===== config.mk =====
export PLATFORM = sky130hd
export DESIGN_NAME = i2c_ctl_demux
export DESIGN_NICKNAME = d
export VERILOG_FILES = /design/src/rtl/i2c_demux_pkg.sv /design/src/rtl/i2c_line_sync.sv /design/src/rtl/i2c_rx_link.sv /design/src/rtl/i2c_ctrl_router.sv /design/src/rtl/i2c_ctl_demux.sv
export SDC_FILE = /design/constraint.sdc
export NUM_CORES = 1
export LEC_CHECK = 0
export ABC_CLOCK_PERIOD_IN_PS = 1900
export BUFFER_PORTS_ARGS = -buffer_cell sky130_fd_sc_hd__buf_2
export CAP_MARGIN = 25
export CORE_ASPECT_RATIO = 0.7
export CORE_MARGIN = 3
export CORE_UTILIZATION = 50
export DETAILED_ROUTE_END_ITERATION = 7
export PLACE_DENSITY = 0.71
export SLEW_MARGIN = 10
export SYNTH_ARGS = -nofsm -noshare
export SYNTH_HDL_FRONTEND = slang
export SYNTH_SLANG_ARGS = --single-unit

===== constraint.sdc =====
create_clock -name clk -period 1.9 [get_ports clk]
set_input_delay 0.38 -clock clk [delete_from_list [all_inputs] [get_ports clk]]
set_output_delay 0.38 -clock clk [all_outputs]
set_load 0.01 [all_outputs]

===== src/rtl/i2c_demux_pkg.sv =====
package i2c_demux_pkg;
  localparam int unsigned BYTE_W  = 8;
  localparam int unsigned BCNT_W  = $clog2(BYTE_W);
  localparam int unsigned CHAIN_B = 7;
  localparam int unsigned ROUTE_B = 6;

  typedef enum logic [1:0] {
    LNK_IDLE,
    LNK_RX,
    LNK_ACK_SETUP,
    LNK_ACK
  } link_state_e;

  typedef enum logic [1:0] {
    RT_CTRL,
    RT_SINGLE,
    RT_STREAM
  } route_state_e;
endpackage


===== src/rtl/i2c_line_sync.sv =====
module i2c_line_sync #(
  parameter int unsigned STAGES = 2
) (
  input  logic clk,
  input  logic rst_n,
  input  logic scl_i,
  input  logic sda_i,
  output logic scl_o,
  output logic scl_rise_o,
  output logic scl_fall_o,
  output logic sda_o,
  output logic start_o,
  output logic stop_o
);
  logic [STAGES-1:0] scl_ch;
  logic [STAGES-1:0] sda_ch;
  logic              scl_prev_q;
  logic              sda_prev_q;

  for (genvar g = 0; g < STAGES; g++) begin : g_stage
    logic scl_d, sda_d;
    if (g == 0) begin : g_first
      assign scl_d = scl_i;
      assign sda_d = sda_i;
    end else begin : g_next
      assign scl_d = scl_ch[g-1];
      assign sda_d = sda_ch[g-1];
    end
    always_ff @(posedge clk or negedge rst_n) begin
      if (!rst_n) begin
        scl_ch[g] <= 1'b1;
        sda_ch[g] <= 1'b1;
      end else begin
        scl_ch[g] <= scl_d;
        sda_ch[g] <= sda_d;
      end
    end
  end

  always_ff @(posedge clk or negedge rst_n) begin
    if (!rst_n) begin
      scl_prev_q <= 1'b1;
      sda_prev_q <= 1'b1;
    end else begin
      scl_prev_q <= scl_ch[STAGES-1];
      sda_prev_q <= sda_ch[STAGES-1];
    end
  end

  assign scl_o      = scl_ch[STAGES-1];
  assign sda_o      = sda_ch[STAGES-1];
  assign scl_rise_o = scl_o & ~scl_prev_q;
  assign scl_fall_o = ~scl_o & scl_prev_q;
  assign start_o    = scl_o & scl_prev_q & sda_prev_q & ~sda_o;
  assign stop_o     = scl_o & scl_prev_q & ~sda_prev_q & sda_o;
endmodule


===== src/rtl/i2c_rx_link.sv =====
module i2c_rx_link
  import i2c_demux_pkg::*;
#(
  parameter logic [6:0] DEV_ADDR = 7'h3A
) (
  input  logic              clk,
  input  logic              rst_n,
  input  logic              strap_i,
  input  logic              sda_i,
  input  logic              scl_rise_i,
  input  logic              scl_fall_i,
  input  logic              start_i,
  input  logic              stop_i,
  output logic              byte_stb_o,
  output logic [BYTE_W-1:0] byte_o,
  output logic              sda_pull_o
);
  link_state_e       state_q, state_d;
  logic [BCNT_W-1:0] bit_q, bit_d;
  logic [BYTE_W-1:0] shift_q, shift_d;
  logic              addr_ph_q, addr_ph_d;
  logic [BYTE_W-1:0] full_byte;
  logic              addr_hit;
  logic              last_bit;

  assign full_byte = {shift_q[BYTE_W-2:0], sda_i};
  assign addr_hit  = (full_byte[7:2] == DEV_ADDR[6:1]) &&
                     (full_byte[1] == strap_i) && !full_byte[0];
  assign last_bit  = (state_q == LNK_RX) && scl_rise_i &&
                     (bit_q == BCNT_W'(BYTE_W-1));

  always_comb begin
    state_d   = state_q;
    bit_d     = bit_q;
    shift_d   = shift_q;
    addr_ph_d = addr_ph_q;
    if (start_i) begin
      state_d   = LNK_RX;
      bit_d     = '0;
      addr_ph_d = 1'b1;
    end else if (stop_i) begin
      state_d = LNK_IDLE;
    end else begin
      unique case (state_q)
        LNK_RX: begin
          if (scl_rise_i) begin
            shift_d = full_byte;
            bit_d   = bit_q + BCNT_W'(1);
            if (last_bit) begin
              if (!addr_ph_q || addr_hit) state_d = LNK_ACK_SETUP;
              else                        state_d = LNK_IDLE;
            end
          end
        end
        LNK_ACK_SETUP: if (scl_fall_i) state_d = LNK_ACK;
        LNK_ACK: begin
          if (scl_fall_i) begin
            state_d   = LNK_RX;
            bit_d     = '0;
            addr_ph_d = 1'b0;
          end
        end
        default: state_d = LNK_IDLE;
      endcase
    end
  end

  always_ff @(posedge clk or negedge rst_n) begin
    if (!rst_n) begin
      state_q   <= LNK_IDLE;
      bit_q     <= '0;
      shift_q   <= '0;
      addr_ph_q <= 1'b0;
    end else begin
      state_q   <= state_d;
      bit_q     <= bit_d;
      shift_q   <= shift_d;
      addr_ph_q <= addr_ph_d;
    end
  end

  assign byte_stb_o = last_bit && !addr_ph_q && !start_i && !stop_i;
  assign byte_o     = full_byte;
  assign sda_pull_o = (state_q == LNK_ACK);
endmodule


===== src/rtl/i2c_ctrl_router.sv =====
module i2c_ctrl_router
  import i2c_demux_pkg::*;
(
  input  logic              clk,
  input  logic              rst_n,
  input  logic              start_i,
  input  logic              byte_stb_i,
  input  logic [BYTE_W-1:0] byte_i,
  output logic              cmd_valid_o,
  output logic [BYTE_W-1:0] cmd_data_o,
  output logic              ram_valid_o,
  output logic [BYTE_W-1:0] ram_data_o
);
  route_state_e      st_q, st_d;
  logic              route_q, route_d;
  logic              cmd_v_d, ram_v_d;
  logic              emit;
  logic [BYTE_W-1:0] cmd_q, ram_q;

  assign emit    = byte_stb_i && (st_q != RT_CTRL);
  assign cmd_v_d = emit && !route_q;
  assign ram_v_d = emit && route_q;

  always_comb begin
    st_d    = st_q;
    route_d = route_q;
    if (start_i) begin
      st_d = RT_CTRL;
    end else if (byte_stb_i) begin
      unique case (st_q)
        RT_CTRL: begin
          route_d = byte_i[ROUTE_B];
          st_d    = byte_i[CHAIN_B] ? RT_SINGLE : RT_STREAM;
        end
        RT_SINGLE: st_d = RT_CTRL;
        default:   st_d = RT_STREAM;
      endcase
    end
  end

  always_ff @(posedge clk or negedge rst_n) begin
    if (!rst_n) begin
      st_q        <= RT_CTRL;
      route_q     <= 1'b0;
      cmd_valid_o <= 1'b0;
      ram_valid_o <= 1'b0;
    end else begin
      st_q        <= st_d;
      route_q     <= route_d;
      cmd_valid_o <= cmd_v_d;
      ram_valid_o <= ram_v_d;
    end
  end

  always_ff @(posedge clk or negedge rst_n) begin
    if (!rst_n) begin
      cmd_q <= '0;
      ram_q <= '0;
    end else begin
      if (cmd_v_d) cmd_q <= byte_i;
      if (ram_v_d) ram_q <= byte_i;
    end
  end

  assign cmd_data_o = cmd_q;
  assign ram_data_o = ram_q;
endmodule


===== src/rtl/i2c_ctl_demux.sv =====
module i2c_ctl_demux
  import i2c_demux_pkg::*;
#(
  parameter logic [6:0]  DEV_ADDR    = 7'h3A,
  parameter int unsigned SYNC_STAGES = 2
) (
  input  logic              clk,
  input  logic              rst_n,
  input  logic              addr_sel_i,
  input  logic              scl_i,
  input  logic              sda_i,
  output logic              sda_pull_o,
  output logic              cmd_valid_o,
  output logic [BYTE_W-1:0] cmd_data_o,
  output logic              ram_valid_o,
  output logic [BYTE_W-1:0] ram_data_o
);
  logic              scl_sync, sda_sync, scl_rise, scl_fall;
  logic              start_det, stop_det, byte_stb;
  logic [BYTE_W-1:0] rx_byte;

  i2c_line_sync #(.STAGES(SYNC_STAGES)) u_sync (
    .clk, .rst_n, .scl_i, .sda_i,
    .scl_o(scl_sync), .scl_rise_o(scl_rise), .scl_fall_o(scl_fall),
    .sda_o(sda_sync), .start_o(start_det), .stop_o(stop_det)
  );

  i2c_rx_link #(.DEV_ADDR(DEV_ADDR)) u_link (
    .clk, .rst_n, .strap_i(addr_sel_i), .sda_i(sda_sync),
    .scl_rise_i(scl_rise), .scl_fall_i(scl_fall),
    .start_i(start_det), .stop_i(stop_det),
    .byte_stb_o(byte_stb), .byte_o(rx_byte), .sda_pull_o
  );

  i2c_ctrl_router u_router (
    .clk, .rst_n, .start_i(start_det),
    .byte_stb_i(byte_stb), .byte_i(rx_byte),
    .cmd_valid_o, .cmd_data_o, .ram_valid_o, .ram_data_o
  );
endmodule


[Word level (Yosys, flattened, before mapping)]
Cells that the tools add are included.
Storage, ports and cells
  bits in registers: 40
  bits of input ports: 5
  output and inout port bits: 19
  word-level logic and storage cells: 92
Operators by class
  add/subtract/negate cells: 1
  equality and inequality tests: 14
  multiplexer cells: 21
  bitwise logic cells: 13
  reductions and logical operators: 27
Operators by type and width (number)
  2-to-1 mux 2 bit: 10
  2-to-1 mux 3 bit: 4
  inequality test 4 x 1 -> 1 bit, second input constant: 3
  AND reduction 4 bit: 3
  logical AND 1 bit: 10
  nonzero test 2 bit: 4
  bitwise AND 1 bit: 7
  equality test 6 x 5 -> 1 bit, second input constant: 1
  inequality test 3 x 1 -> 1 bit, second input constant: 2
  NOT 1 bit: 6
  case mux 2 bit (3 select lines): 1
  case mux 3 bit (2 select lines): 1
  AND reduction 3 bit: 2
  zero test 1 bit: 5
  equality test 2 x 1 -> 1 bit, second input constant: 2
  equality test 2 bit, second input constant: 2
  2-to-1 mux 1 bit: 4
  inequality test 4 x 2 -> 1 bit, second input constant: 1
  case mux 2 bit (2 select lines): 1
  adder 3 x 1 -> 3 bit, second input constant: 1
  equality test 3 bit, second input constant: 1
  nonzero test 3 bit: 1
  zero test 2 bit: 1
  inequality test 2 x 1 -> 1 bit, second input constant: 1
  other kinds (2): 2

[Logic depth before layout (Yosys ltp)]
Gate-level depths: netlist of run 1.
  depth after elaboration: 10
  depth in mapped cells: 6
  mapped depth without buffers: 6

[Hierarchy]
From an unflattened synthesis of run 1, not the netlist that was laid out.
Second synthesis, totals
  cells, all modules: 119
  area total of the unflattened synthesis: 1674.1 um^2
Modules (own cells, without submodules)
  i2c_ctrl_router: instances 1, cells an instance 50, area each 798.3 um^2, sequential area each 525.5 um^2
  i2c_rx_link: instances 1, cells an instance 59, area each 685.7 um^2, sequential area each 325.3 um^2
  i2c_line_sync: instances 1, cells an instance 10, area each 190.2 um^2, sequential area each 157.7 um^2

[Worst setup path after synthesis of run 1]
OpenSTA, ideal clock, no wires.
  path kind: reg-to-reg
  from: register u_sync.scl_ch[1], in the netlist u_sync.scl_o
  to: register u_router.ram_q[0], in the netlist u_router.ram_data_o[0]
  library setup time: 125 ps
  arrival: 1849 ps
  slack: -74 ps
  stages on the path, launching flop included: 7
  path buffers: 2
  clock period less this slack: 1974 ps
  path through: dfstp_2 buf_2 and4bb_2 nand3b_4 or3b_1 buf_6 mux2_4
Between the ends
  word-level cells in the longest chain between the ends: 8
  elaborated cells on any way between the ends: 15
  those cells by class: bitwise: 6; reduce/logical: 9
RTL lines
  from (decl): RTL line i2c_line_sync.sv:15  | logic [STAGES-1:0] scl_ch;
  from (signal, indexed assignment): RTL line i2c_line_sync.sv:34  | scl_ch[g] <= scl_d;
  bitwise AND 1 bit (on tied branches): RTL line i2c_line_sync.sv:54, i2c_line_sync.sv:55, i2c_line_sync.sv:52
  bitwise AND 1 bit or logical AND 1 bit (tied branches) (2 in a row): RTL line i2c_line_sync.sv:54, i2c_rx_link.sv:29
  zero test 1 bit or logical AND 1 bit (tied branches): RTL line i2c_rx_link.sv:82  | assign byte_stb_o = last_bit && !addr_ph_q && !start_i && !stop_i;
  logical AND 1 bit: RTL line i2c_rx_link.sv:82
  logical AND 1 bit *: RTL line i2c_rx_link.sv:82
  logical AND 1 bit *: RTL line i2c_ctrl_router.sv:20  | assign emit = byte_stb_i && (st_q != RT_CTRL);
  logical AND 1 bit *: RTL line i2c_ctrl_router.sv:22  | assign ram_v_d = emit && route_q;
  to (signal assigned): RTL line i2c_ctrl_router.sv:61  | if (ram_v_d) ram_q <= byte_i;
  to (decl): RTL line i2c_ctrl_router.sv:18  | logic [BYTE_W-1:0] cmd_q, ram_q;
Mark *: on every way between the ends. The rest lies on a longest branch, timed or not.
A chain may end at the register's enable or synchronous reset.

[Final worst setup path of run 1]
Ends and elaborated chain as after synthesis.

==> impl_metrics.env, run 1 <==
export IMPL_clock_latency_ns=0.29
export IMPL_avgSynthCellArea_um2=14.7
export IMPL_p_total_uw=2140
export IMPL_ys_types=37
export IMPL_crit_fanout=2
export IMPL_placed_area_mm2=0.00194
export IMPL_cp_data_required_time_ns=2.08
export IMPL_fin_area_mm2=0.00205
export IMPL_ys_seq_area_share_pct=59.0
export IMPL_detail_route_antenna_nets=0
export IMPL_finalCriticalPeriod_ns=1.85
export IMPL_syn_area_mm2=0.00171
export IMPL_final_hold_violation_count=0
export IMPL_viasPerCell=5.29
export IMPL_preCtsSetupSlack_ns=0.0365
export IMPL_dr_pass1_iters=4
export IMPL_synth_edf_count=0
export IMPL_synth_top_area_cell="dfrtp_1"
export IMPL_drcViolationCount=0
export IMPL_diodes=0
export IMPL_hpwlAfterDp_um=2160
export IMPL_h_tree_depth=2
export IMPL_track_usage_pct=18.1
export IMPL_r2r_slack_ns=0.05
export IMPL_post_cts_buffers=0
export IMPL_drive_gt1_share_pct=46.1
export IMPL_async_reset_ff_share_pct=100
export IMPL_clk_pin_slew_ns=0.07
export IMPL_gp_congestion=0.793
export IMPL_core_area_mm2=0.00321
export IMPL_final_setup_worst_slack_ns=0.0497
export IMPL_grt_max_degree=41
export IMPL_numCtsBuffers=5
export IMPL_seqCellArea_mm2=0.00101
export IMPL_drt_initial_drc_count=44
export IMPL_antenna_found_initial=0
export IMPL_reg2reg_depth=5
export IMPL_crit_type="register to register"
export IMPL_clkSinkCount=40
export IMPL_io_pins=24
export IMPL_setup_viol=0
export IMPL_cts_buffer_depth=2
export IMPL_drt_wl_total_um=3120
export IMPL_period_share_pct=97.4
export IMPL_multi_input_area_um2=664
export IMPL_wl_per_cell_um=15.7
export IMPL_cts_tree="yes"
export IMPL_powerDensity_mw_per_mm2=1040
export IMPL_layout_nets=158
export IMPL_die_h_um=54.9
export IMPL_startpoint_type="register"
export IMPL_hold_buffers=0
export IMPL_synthFlopType="dfrtp_1"
export IMPL_vias=1053
export IMPL_synth_top_cells_by_count="dfrtp_1 (34), mux2_4 (16), mux2_1 (8)"
export IMPL_fp_dieW_um=75.9
export IMPL_floorplan_rows=17
export IMPL_nFillCells=243
export IMPL_maxClockFrequency_mhz=540
export IMPL_slew_headroom_pct=67.2
export IMPL_grt_ovfl_total=0
export IMPL_max_cap_viol_count=0
export IMPL_synthesis_nets=123
export IMPL_leakage_uw=0.00108
export IMPL_first_global_vias=1062
export IMPL_timing_rr_start="u_sync.scl_o"
export IMPL_slew_viol_final=0
export IMPL_synth_most_common_cell="dfrtp_1"
export IMPL_reg2reg_to="u_router.ram_data_o[0]"
export IMPL_syn_inst=116
export IMPL_hold_class="primary input to async pin"
export IMPL_yosys_warnings=0
export IMPL_worst_pin_slew_ns=0.491
export IMPL_cp_startpoint="u_sync.scl_o"
export IMPL_setup_tns_final_ns=0
export IMPL_endpoint_kind="register"
export IMPL_ys_ff_latch=40
export IMPL_start_util_pct=53.2
export IMPL_io_buffers=23
export IMPL_netlist_top_cells_area="dfrtp_1 (50%), mux2_4 (14%), dfstp_2 (9.2%)"
export IMPL_cts_repair_resize_count=0
export IMPL_outcome="finished clean"
export IMPL_areaGrowthSynthToFinish_pct=20.2
export IMPL_cts_root_buffer_cell="clkbuf_8"
export IMPL_die_area_mm2=0.00416
export IMPL_grt_pass1_wl_um=5200
export IMPL_critPathArrivalTime_ns=2.03
export IMPL_finalClockSkew_ns=0.00608
export IMPL_yosysTopAreaCellShare_pct=49.8
export IMPL_peakVddDrop_uv=730
-- flip-flops by register name (all words and copies together) (netlist names), 2 cells and up --
signal               count
u_router.cmd_data_o      8
u_router.ram_data_o      8
u_link.shift_q           7
u_link.bit_q             3
u_link.state_q           2
u_router.st_q            2
-- where the power goes --
part	switching [µW]	internal [µW]	leakage, µW
combinational	170	196	0.000496
clock	288	390	0.0000552
sequential	123	971	0.000524
total	581	1560	0.00108
-- layout by cell type, fill, tap and decap left out, drive strengths merged --
cell type	count
o21ai	2
and4bb	1
bufinv	1
mux2	26
nor3	3
a21oi	4
nor2	3
nor3b	1
o32ai	1
clkinv	1
clkbuf	6
o21a	1
or4	1
and2	1
inv	2
xnor2	1
nor2b	1
nand3b	1
a21boi	1
o22ai	2
nand3	2
nand2	5
a22o	3
or3b	1
nand2b	3
o221ai	1
buf	33
nand4b	1
ha	2
dfstp	6
xor2	1
dfrtp	34
-- logic make-up after synthesis --
logic type	count (synthesis)	share of synthesized area, %
DFF	40	59.0
xor gates and xnor gates	2	1.03
AOI/OAI and AO/OA	15	5.93
buffers and inverters	7	2.34
and+or+nand+nor	24	9.53
adders and majority gates	2	1.46
muxes	26	20.7
-- worst max-delay path by stage --
stage	end	slack (ns)	depth (start not counted)
2_1_floorplan	u_router.ram_data_o[0]	-0.03	6
3_3_place_gp	u_router.ram_data_o[2]	0.09	5
3_5_place_dp	u_router.ram_data_o[4]	0.04	5
4_1_cts	u_router.ram_data_o[6]	0.02	5
5_1_grt	u_router.ram_data_o[0]	-0.003	5
6_report	u_router.ram_data_o[0]	0.05	5
-- through the flow --
step	utilization (%)	hold slack, ns	instances
floorplan	-	0.0844	116
global route	63.9	0.165	199
global placement	60.3	0.348	191
detailed placement	60.3	0.352	191
CTS	63.7	0.143	199
finish	63.9	0.128	199
-- per-layer routing --
| layer | vias to the layer above | share of wire (%) | routed length (µm) | GRT usage, % |
|---|---|---|---|---|
| li1 | 487 | - | - | - |
| met1 | 531 | 46 | 1450 | 22.8 |
| met2 | 29 | 47 | 1460 | 27.6 |
| met3 | 6 | 5.2 | 161 | 6.68 |
| met4 | 0 | 1.7 | 54 | 9.30 |
| met5 | - | 0 | 0 | 0 |
-- critical path, stage by stage, from the launching register on --
cell and delay (ns):
dfstp_2 0.53, and4bb_2 0.27, nand3b_4 0.08, or3b_4 0.39
buf_4 0.16, mux2_4 0.29
-- final cells by class --
class                           instances  area share, %
Clock buffer                            6           3.53
Clock inverter                          2           1.71
Inverter                                2          0.366
Multi-Input combinational cell         69           32.4
Sequential cell                        40           49.1
Tap cell                               47           2.86
Timing Repair Buffer                   33           10.1
Power figures use the tool's default switching activity.
==> run 2, diff against run 1 <==
Settings changed: ABC_AREA set to 1.
==> impl_metrics.env, run 2 <==
export IMPL_avgSynthCellArea_um2=9.67
export IMPL_final_hold_violation_count=0
export IMPL_slew_headroom_pct=67.9
export IMPL_cts_repair_resize_count=0
export IMPL_drive_gt1_share_pct=30.1
export IMPL_placed_area_mm2=0.00191
export IMPL_cts_root_buffer_cell="clkbuf_8"
export IMPL_hold_class="primary input to async pin"
export IMPL_crit_type="register to register"
export IMPL_slowest_stage="dfstp_2"
export IMPL_first_global_vias=1191
export IMPL_period_share_pct=88.7
export IMPL_numCtsBuffers=5
export IMPL_detail_route_antenna_nets=0
export IMPL_io_buffers=23
export IMPL_p_sw_uw=602
export IMPL_die_area_mm2=0.00424
export IMPL_max_cap_viol_count=0
export IMPL_track_usage_pct=16.3
export IMPL_powerDensity_mw_per_mm2=964
export IMPL_ys_seq_area_share_pct=57.9
export IMPL_layout_nets=215
export IMPL_ys_ff_latch=40
export IMPL_crit_buf_inv=1
export IMPL_synth_most_common_cell="nand2_1"
export IMPL_grt_ovfl_total=0
export IMPL_vias=1274
export IMPL_drt_wl_total_um=3120
export IMPL_hold_buffers=0
export IMPL_hpwlAfterDp_um=2340
export IMPL_clk_pin_slew_ns=0.08
export IMPL_fin_area_mm2=0.00199
export IMPL_mostFrequentLayoutCells="nand2_1 (56), dfrtp_1 (34), buf_2 (23), inv_1 (19), o21ai_2 (16)"
export IMPL_viasPerCell=4.98
export IMPL_crit_top_cell="nor2_4"
export IMPL_post_place_cells=248
export IMPL_drt_initial_drc_count=91
export IMPL_die_h_um=55.4
export IMPL_maxClockFrequency_mhz=594
export IMPL_netlist_top_cells_area="dfrtp_1 (49%), nand2_1 (12%), dfstp_2 (9.1%)"
export IMPL_peakVddDrop_uv=595
export IMPL_rsz0062_at_grt="no"
export IMPL_p_int_uw=1320
export IMPL_setup_viol=0
export IMPL_io_pins=24
export IMPL_layout_commonest_cell="nand2_1"
export IMPL_start_util_pct=53.8
export IMPL_synthesis_nets=187
export IMPL_seq_power_share_pct=53.8
export IMPL_gp_congestion=0.814
export IMPL_syn_inst=180
export IMPL_worst_pin_slew_ns=0.480
export IMPL_leakage_uw=0.00102
export IMPL_grt_max_degree=23
export IMPL_clkSinkCount=40
export IMPL_clock_latency_ns=0.29
export IMPL_cts_tree="yes"
export IMPL_power_share_clock_pct=27.8
export IMPL_critPathArrivalTime_ns=1.85
export IMPL_finalClockSkew_ns=0.00883
export IMPL_floorplan_rows=17
export IMPL_drcViolationCount=0
export IMPL_synthFlopType="dfrtp_1"
export IMPL_yosysTopAreaCellShare_pct=48.9
export IMPL_setup_tns_final_ns=0
export IMPL_ys_types=21
export IMPL_synth_edf_count=0
export IMPL_instances_no_fill=256
export IMPL_cp_cell_sequence="inv_2 > nor2_4 > nand3_2 > nor2_4 > nand3_4 > nand2_1 > o21ai_2"
export IMPL_synth_top_cells_by_count="nand2_1 (56), dfrtp_1 (34), inv_1 (19)"
export IMPL_p_sw_share_pct=31.3
export IMPL_timing_rr_start="u_sync.scl_o"
export IMPL_syn_area_mm2=0.00174
export IMPL_outcome="finished clean"
export IMPL_yosys_warnings=0
export IMPL_grt_pass1_wl_um=5510
export IMPL_wl_per_cell_um=12.2
export IMPL_cp_top_family="simple AND/OR/NAND/NOR gates"
export IMPL_diodes=0
export IMPL_critical_path_max_stage_delay_ns=0.61
export IMPL_cp_startpoint="u_sync.scl_o"
export IMPL_comb_power_share_pct=18.4
export IMPL_synth_top_area_cell="dfrtp_1"
export IMPL_slew_viol_final=0
export IMPL_core_area_mm2=0.00323
export IMPL_crit_fanout=17
export IMPL_async_reset_ff_share_pct=100
export IMPL_areaGrowthSynthToFinish_pct=14.5
export IMPL_post_cts_buffers=0
export IMPL_finalCriticalPeriod_ns=1.68
export IMPL_h_tree_depth=2
export IMPL_endpoint_kind="register"
export IMPL_cp_data_required_time_ns=2.07
export IMPL_startpoint_type="register"
export IMPL_dr_pass1_iters=4
export IMPL_fp_dieW_um=76.5
export IMPL_antenna_found_initial=0
export IMPL_cts_buffer_depth=2
==> run 2: final timing paths <==
kind	endpoint	cells past startpoint	slack [ns]
worst max-delay path	u_router.ram_data_o[5]	7	0.22
worst min-delay path	u_link.shift_q[3]	1	0.03
worst max register to register	u_router.ram_data_o[5]	7	0.22
worst min register to register	u_sync.sda_o	0	0.36
max in group asynchronous	u_sync.sda_o	2	1.33
min in group clk	u_sync.g_stage[1].sda_d	1	0.19
==> run 2: layer usage <==
| layer | up-vias | share of wire [%] | GRT usage [%] |
|---|---|---|---|
| met4 | 0 | 1.1 | 5.43 |
| met2 | 34 | 44 | 24.0 |
| li1 | 627 | - | - |
| met5 | - | 0 | 0 |
| met3 | 4 | 5.4 | 5.37 |
| met1 | 609 | 50 | 22.8 |
==> run 2: final cells by class <==
class / count / area [µm²]
multi-input combinational: 116 / 627
sequential: 40 / 1010
tap: 47 / 58.8
fill: 296 / 1240
clock buffer: 6 / 72.6
inverter: 21 / 78.8
clock inverter: 2 / 12.5
timing repair buffer: 24 / 135
==> run 2: kinds of logic (layout without fill, tap and decap cells) <==
group / count (synthesis) / in the layout / synth area share [%]
buffers and inverters: 24 / 53 / 6.04
AND/OR/NAND/NOR: 82 / 82 / 21.7
AO/OA/AOI/OAI: 32 / 32 / 12.9
flip-flops: 40 / 40 / 57.9
adder cells (fa/ha/maj): 2 / 2 / 1.44
==> run 2: power by group through the flow <==
stage               clock network [µW]  registers (µW)  logic, µW
floorplan                            0            1030        266
global placement                     0            1040        342
detailed placement                   0            1050        355
CTS                                550            1030        357
global route                       586            1050        418
finish                             535            1030        353
==> run 2: metrics by stage <==
| stage | hold WS (ns) | utilization [%] | total power, µW | worst slack [ns] |
|---|---|---|---|---|
| 2_1_floorplan | 0.0844 | - | 1290 | 0.383 |
| 3_3_place_gp | 0.343 | 59.0 | 1390 | 0.268 |
| 3_5_place_dp | 0.352 | 59.0 | 1400 | 0.229 |
| 4_1_cts | 0.0351 | 61.6 | 1940 | 0.214 |
| 5_1_grt | 0.0443 | 61.6 | 2050 | 0.0789 |
| 6_report | 0.0268 | 61.6 | 1920 | 0.215 |
==> run 3, diff against run 2 <==
--- a/config.mk
+++ b/config.mk
@@ -15,4 +15,5 @@
 export DETAILED_ROUTE_END_ITERATION = 7
 export PLACE_DENSITY = 0.71
+export REMOVE_ABC_BUFFERS = 1
 export SLEW_MARGIN = 10
 export SYNTH_ARGS = -nofsm -noshare
==> constraint.sdc (replaced) <==
create_clock -name clk -period 1.9 [get_ports clk]
set_input_delay 0.38 -clock clk [delete_from_list [all_inputs] [get_ports clk]]
set_output_delay 0.38 -clock clk [all_outputs]
set_load 0.02 [all_outputs]
==> impl_metrics.env, run 3 (synthesized netlist as in run 2, its figures left out) <==
export IMPL_outcome="finished clean"
export IMPL_die_area_mm2=0.00424
export IMPL_critical_path_max_stage_delay_ns=0.60
export IMPL_vias=1258
export IMPL_crit_buf_inv=1
export IMPL_cts_root_buffer_cell="clkbuf_8"
export IMPL_first_global_vias=1183
export IMPL_io_pins=24
export IMPL_clk_pin_slew_ns=0.07
export IMPL_reg2reg_depth=7
export IMPL_wl_met2_um=1450
export IMPL_hold_buffers=0
export IMPL_timing_rr_start="u_sync.scl_o"
export IMPL_track_usage_pct=17.2
export IMPL_post_cts_buffers=0
export IMPL_layout_commonest_cell="nand2_1"
export IMPL_r2r_slack_ns=0.20
export IMPL_routedLengthMet1_um=1520
export IMPL_post_place_cells=248
export IMPL_cp_data_required_time_ns=2.07
export IMPL_cts_tree="yes"
export IMPL_worst_pin_slew_ns=0.470
export IMPL_detail_route_antenna_nets=0
export IMPL_setup_viol=0
export IMPL_cts_repair_resize_count=0
export IMPL_startpoint_type="register"
export IMPL_diodes=0
export IMPL_mostFrequentLayoutCells="nand2_1 (56), dfrtp_1 (34), buf_2 (23), inv_1 (19), o21ai_2 (16)"
export IMPL_final_hold_violation_count=0
export IMPL_gp_congestion=0.835
export IMPL_instances_no_fill=255
export IMPL_setup_tns_final_ns=0
export IMPL_leakage_uw=0.00102
export IMPL_h_tree_depth=2
export IMPL_clkSinkCount=40
export IMPL_routed_top_layer="met4"
export IMPL_crit_top_cell="nor2_4"
export IMPL_drcViolationCount=0
export IMPL_start_util_pct=53.8
export IMPL_drive_gt1_share_pct=29.8
export IMPL_slew_headroom_pct=68.6
export IMPL_core_area_mm2=0.00323
export IMPL_reg2reg_to="u_router.ram_data_o[0]"
export IMPL_drt_initial_drc_count=66
export IMPL_max_cap_viol_count=0
export IMPL_wl_per_cell_um=12.5
export IMPL_viasPerCell=4.93
export IMPL_grt_ovfl_total=0
export IMPL_cp_cell_sequence="inv_2 > nor2_4 > nand3_2 > nor2_4 > nand3_4 > nand2_1 > o21ai_2"
export IMPL_floorplan_rows=17
export IMPL_slew_viol_final=0
export IMPL_cts_buffer_depth=2
export IMPL_drt_wl_total_um=3180
export IMPL_grt_pass1_wl_um=5610
export IMPL_grt_max_degree=41
export IMPL_hold_class="primary input to async pin"
export IMPL_clock_latency_ns=0.29
export IMPL_rsz0062_at_grt="no"
export IMPL_wl_met3_um=162
export IMPL_io_buffers=23
export IMPL_critPathArrivalTime_ns=1.87
export IMPL_crit_type="register to register"
export IMPL_crit_fanout=17
export IMPL_numCtsBuffers=5
export IMPL_maxClockFrequency_mhz=588
export IMPL_layout_nets=215
export IMPL_areaGrowthSynthToFinish_pct=14.1
export IMPL_endpoint_kind="register"
export IMPL_dr_pass1_iters=4
export IMPL_cp_top_family="simple AND/OR/NAND/NOR gates"
export IMPL_finalClockSkew_ns=0.00614
export IMPL_slowest_stage="dfstp_2"
export IMPL_die_h_um=55.4
export IMPL_peakVddDrop_uv=710
export IMPL_fp_dieW_um=76.5
export IMPL_antenna_found_initial=0
export IMPL_hpwlAfterDp_um=2250
export IMPL_period_share_pct=89.4
export IMPL_powerDensity_mw_per_mm2=966
export IMPL_finalCriticalPeriod_ns=1.70
-- run 3: cell count changes in the layout (fill, tap and decap cells not counted), sizes merged --
cell and delta:
clkinvlp -1
-- run 3: area by class of cell --
cell class	instances	area [µm²]
Fill cell	281	1250
Sequential cell	40	1010
Multi-Input combinational cell	116	627
Timing Repair Buffer	24	135
Inverter	21	78.8
Clock buffer	6	72.6
Tap cell	47	58.8
Clock inverter	1	5.00
-- run 3: worst max path at each step --
stage | slack [ns] | cells past startpoint | endpoint | startpoint
5_1_grt | 0.06 | 7 | u_router.ram_data_o[0] | u_sync.scl_o
3_5_place_dp | 0.21 | 7 | u_router.ram_data_o[0] | u_sync.scl_o
6_report | 0.20 | 7 | u_router.ram_data_o[0] | u_sync.scl_o
3_3_place_gp | 0.26 | 7 | u_router.ram_data_o[3] | u_sync.scl_o
2_1_floorplan | 0.39 | 7 | u_router.cmd_data_o[1] | u_sync.scl_o
4_1_cts | 0.20 | 7 | u_router.ram_data_o[0] | u_sync.scl_o
-- run 3: through the flow --
step	setup WS (ns)	hold WS, ns	cell area, µm²	util (%)	power, µW
detailed placement	0.213	0.347	1910	59.0	1400
CTS	0.204	0.0450	1990	61.4	1940
global route	0.0601	0.0597	1990	61.4	2050
finish	0.201	0.0389	1990	61.4	1920
floorplan	0.390	0.0844	1710	-	1300
global placement	0.264	0.347	1910	59.0	1380
-- run 3: power breakdown --
group          switching, µW  internal, µW  leakage, µW  total (µW)
clock                    278           249    0.0000410         527
sequential              79.5           954     0.000528        1030
combinational            245           112     0.000452         357
-- run 3: metal layers --
layer / up-vias / GRT usage [%]
met1: 593 / 23.3
met2: 33 / 24.7
li1: 628 / -
met3: 4 / 7.17
met5: - / 0
met4: 0 / 6.46
